==> config.mk <==
export PLATFORM = sky130hd
export DESIGN_NAME = odd_zero_pair_detector
export DESIGN_NICKNAME = d
export VERILOG_FILES = /design/src/rtl/odd_zero_pair_detector.sv
export SDC_FILE = /design/constraint.sdc
export NUM_CORES = 1
export LEC_CHECK = 0
export CAP_MARGIN = 5
export CORE_AREA = 2 2 39 41
export DETAILED_ROUTE_END_ITERATION = 8
export DIE_AREA = 0 0 41 43
export GPL_TIMING_DRIVEN = 0
export HOLD_SLACK_MARGIN = 0.05
export PLACE_DENSITY = 0.36
export SLEW_MARGIN = 10
export SYNTH_ARGS = -nofsm -noshare
export SYNTH_HDL_FRONTEND = slang
export SYNTH_SLANG_ARGS = --single-unit
==> constraint.sdc <==
create_clock -name clk -period 1.2 [get_ports clk]
set_input_delay 0.24 -clock clk [delete_from_list [all_inputs] [get_ports clk]]
set_output_delay 0.24 -clock clk [all_outputs]
set_load 0.05 [all_outputs]
==> src/rtl/odd_zero_pair_detector.sv <==
module odd_zero_pair_detector (
  input  logic clk,
  input  logic rst,
  input  logic x_in,
  output logic z_out
);
  // bit0 = parity of 1s, bit1 = single trailing 0 pending, bit2 = 00 seen
  localparam logic [2:0] ST_IDLE     = 3'b000;
  localparam logic [2:0] ST_ODD      = 3'b001;
  localparam logic [2:0] ST_EVEN_Z   = 3'b010;
  localparam logic [2:0] ST_ODD_Z    = 3'b011;
  localparam logic [2:0] ST_EVEN_HIT = 3'b100;
  localparam logic [2:0] ST_ODD_HIT  = 3'b101;

  logic [2:0] cur_q, nxt;

  always_comb begin
    case (cur_q)
      ST_IDLE:     nxt = x_in ? ST_ODD      : ST_EVEN_Z;
      ST_ODD:      nxt = x_in ? ST_IDLE     : ST_ODD_Z;
      ST_EVEN_Z:   nxt = x_in ? ST_ODD      : ST_EVEN_HIT;
      ST_ODD_Z:    nxt = x_in ? ST_IDLE     : ST_ODD_HIT;
      ST_EVEN_HIT: nxt = x_in ? ST_ODD_HIT  : ST_EVEN_HIT;
      ST_ODD_HIT:  nxt = x_in ? ST_EVEN_HIT : ST_ODD_HIT;
      default:     nxt = ST_IDLE;
    endcase
  end

  always_ff @(posedge clk) begin
    if (rst) cur_q <= ST_IDLE;
    else     cur_q <= nxt;
  end

  assign z_out = (cur_q == ST_ODD_HIT);

  p_reset_init_r1: assert property (@(posedge clk) rst |=> (cur_q == ST_IDLE && !z_out))
    else $error("reset did not reach initial state");

  p_legal_code_r2: assert property (@(posedge clk) disable iff (rst) cur_q <= ST_ODD_HIT)
    else $error("illegal state code");

  p_one_flips_r3: assert property (@(posedge clk) disable iff (rst) x_in |=> (cur_q[0] != $past(cur_q[0])))
    else $error("1 did not flip parity");

  p_zero_holds_r3: assert property (@(posedge clk) disable iff (rst) !x_in |=> $stable(cur_q[0]))
    else $error("0 changed parity");

  p_seen_sticky_r4: assert property (@(posedge clk) disable iff (rst) cur_q[2] |=> cur_q[2])
    else $error("00 condition lost");

  p_pair_needed_r5: assert property (@(posedge clk) disable iff (rst) $rose(cur_q[2]) |-> (!$past(x_in) && !$past(x_in, 2)))
    else $error("00 condition set without two zeros");
endmodule

# Yosys cells after proc, flatten, opt, wreduce, memory -nomap -nowiden

Index checks and enable logic that the tools add are counted.

Equality and inequality tests: 5
Mux-type cells: 7
Reductions and logical operators: 1

Operators by type and width:

| operator                                      | number |
|---|---|
| case mux 3 bit (6 select lines)               | 1 |
| == test 3 x 2 -> 1 bit, second input constant | 2 |
| == test 3 bit, second input constant          | 2 |
| two-way mux 3 bit                             | 2 |
| two-way mux 2 bit                             | 2 |
| == test 3 x 1 -> 1 bit, second input constant | 1 |
| logical NOT 3 bit                             | 1 |
| two-way mux 1 bit                             | 2 |

Register bits after elaboration: 3
Bits of input ports: 3

# Depth between registers and ports, before layout

Depth after elaboration: 2
Mapped depth: 2
Depth with buffers taken out: 2

# Worst setup path before layout

No wires, ideal clock.

Path kind: reg2out
Start point: register cur_q[1]
End point: output z_out
Arrival time: 1116 ps
Required time: 960 ps
Path slack: -156 ps
Cell stages (with the launch flop): 3
Path buffers: 0
Cells stage by stage: dfxtp_1 -> nand2b_1 -> nor2_1

Longest elaborated chain between the ends: 1

Ends and longest elaborated chain:

| what                   | line | source |
|---|---|---|
| from (decl)            | 15   | `logic [2:0] cur_q, nxt;` |
| from (signal assigned) | 31   | `else cur_q <= nxt;` |
| == test 3 bit          | 34   | `assign z_out = (cur_q == ST_ODD_HIT);` |
| to (decl)              | 5    | `output logic z_out` |

No other way between the ends.

# Final worst setup path

Ends and elaborated chain as after synthesis.

==> metrics <==
outcome completed; CTS Root Cell clkbuf_4; adder-cell share of the synthesized area 0; CTS tree built; hold path cells 1; synth-to-layout area growth 86.8%; starting DRC count in detailed routing 0; Worst Path Required 0.96 ns; worst-path cell chain nand2b_4 > nor2_4 > buf_8; Data arrival, critical path 0.93 ns; count leader, synth dfxtp_1; ys flop type dfxtp_1; post-synthesis mux area share 0; Setup crit start kind flop; r2r startpoint cur_q[2]; largest net degree at the start of global routing 5; leak pwr 0.0706 nW; Largest Register cur_q; Synth Cell Area 114 um^2; Final ANT Viol Nets 0; Synth top area share 0.527; Hold Vio Cnt, Final 0; main combinational cell family by area after synthesis simple AND/OR/NAND/NOR gates; FP Rows 14; minimum clock period 1.17 ns; slew margin rel. 0.868; WP buf/inv 1; # setup viols final 0; Initial DRT Pass Iterations 1; R2R cell count 2; Seq/Total Area, Yosys 0.527; Seq cells post-synth 3; first-pass GRT wire length 434 um; Fin Setup TNS 0 ns; Highest Clock Rate 0.853 GHz; Tcrit/Tclk final 0.977; Vias 97; RR Endpoint cur_q[2]; ys async rst share 0; CTS Buffer Depth 2; max reg flops 3; clock sink total 3; gr ovfl total 0; Max Cap Violations 0; post-synthesis average cell area 10.4 um^2; vias per inst 2.85; R2R setup slack 0.27 ns; hpwl dp 144 um; Final Skew 0.00217 ns; routed wire length 214 um; routability congestion estimate 0.551; WHS Endpoint cur_q[1]; Num CTS Buffers 3; XOR/XNOR Fraction of Synth Area 0.0769; delay-heaviest family, CP flip-flops; total power divided by cell area 1510 nW/um^2; Layout Nets 22; critical path peak fanout 4; Compound-Gate Fraction of Synth Area 0.143; post-synth cell types 9; crit path kind reg2out; setup bufs post-CTS 0; Die W 41 um; share of cells above drive strength 1 0.500; cell count after synthesis 11; Synth area leaders dfxtp_1, a21oi_2, or3b_1; max-slew violations 0; VDD IR-drop max 0.636 mV; Post-Synth Simple-Gate Area 0.220; Hold Crit Start cur_q[1]; Hold WC Path Type reg2reg; total die area 1760 um^2; Initial Util 0.0823; Top Registers cur_q: 3 flops; IO Port Bufs 3; number of antenna diodes 0; post-synth top area cell dfxtp_1; antenna violations before repair 0; GR Util All Layers 0.0431; Core Region 1380 um^2; die height 43 um; critical path endpoint category primary output; fill count 156; worst slew pin tran 0.196 ns; H-tree depth 1; Clock transition at path regs 0.03 ns; syn nets 14; IO Count 4; CP max stage delay 0.32 ns; Avg WL per Cell 6.29 um; YS warnings 0; Worst-Skew Late Latency 0.23 ns; number of global-route vias before repair 117; worst hold margin 0.420 ns; CP max stage cell dfxtp_2; RSZ-0062 raised after global routing true; Post-synth EDFFs 0; number of remaining DRC errors 0
## worst reg2reg max path, stage by stage, from the launching register on
cell     delay [ns]
dfxtp_2        0.33
or3b_1         0.39
a21oi_2        0.14
## routing by layer
metal / vias to the layer above / GRT usage / share of wire
met5: - / 0 / 0
met4: 0 / 0.0200 / 0
met3: 0 / 0.0628 / 0.10
met2: 6 / 0.0438 / 0.36
met1: 37 / 0.0449 / 0.53
li1: 54 / - / -
## power by group
part	total (W)	internal [W]	switching [W]
sequential	0.000115	0.000109	0.00000641
combinational	0.0000320	0.0000185	0.0000135
clock	0.000174	0.000124	0.0000498
## worst max-delay path by stage
stage | slack [ns] | endpoint | cells past startpoint | from
detailed placement | -0.42 | z_out | 3 | cur_q[1]
finish | 0.03 | z_out | 3 | cur_q[1]
CTS | 0.009 | z_out | 3 | cur_q[1]
global route | -0.04 | z_out | 3 | cur_q[1]
global placement | -0.41 | z_out | 3 | cur_q[1]
floorplan | 0.06 | z_out | 2 | cur_q[1]
## placed cells by master (no fill, tap or decap)
master / instances
nor4_1: 1
nand2b_4: 1
dfxtp_2: 2
nor2_4: 1
dfxtp_1: 1
clkbuf_1: 1
clkbuf_4: 3
or3b_1: 1
a211oi_1: 1
a21oi_2: 1
inv_1: 1
buf_8: 1
xnor2_1: 1
clkdlybuf4s50_1: 2
## timing repair
item | 4_1_cts | 5_1_grt
pin swaps | 0 | 0
endpoints found under the setup margin | 1 | 1
resized for setup | 10 | 2
cloned | 0 | 0
hold buffers | 0 | 0
## per-stage QoR
step / worst slack [ns] / instance area, um^2 / power [W] / cells / util
after floorplan: 0.0615 / 116 / 0.000130 / 11 / -
after global placement: -0.409 / 166 / 0.000141 / 30 / 0.120
after detailed placement: -0.420 / 166 / 0.000142 / 30 / 0.120
after CTS: 0.00895 / 208 / 0.000329 / 34 / 0.150
after global routing: -0.0355 / 213 / 0.000347 / 34 / 0.154
final: 0.0273 / 213 / 0.000321 / 34 / 0.154
## layout make-up
type	instances	area, um^2	share of cell area
clock buffers	4	26.3	0.124
well taps	16	20.0	0.0941
repair buffers	3	35.0	0.165
multi-input cells	7	65.1	0.306
flip-flops and latches	3	62.6	0.294
inverters	1	3.75	0.0176
## logic make-up (layout without fill, tap and decap cells)
kind of cell | count (synthesis) | after routing
compound gates | 2 | 2
xor+xnor | 1 | 1
buf+inv | 1 | 8
flops | 3 | 3
simple gates | 4 | 4
Power figures use the tool's default switching activity.
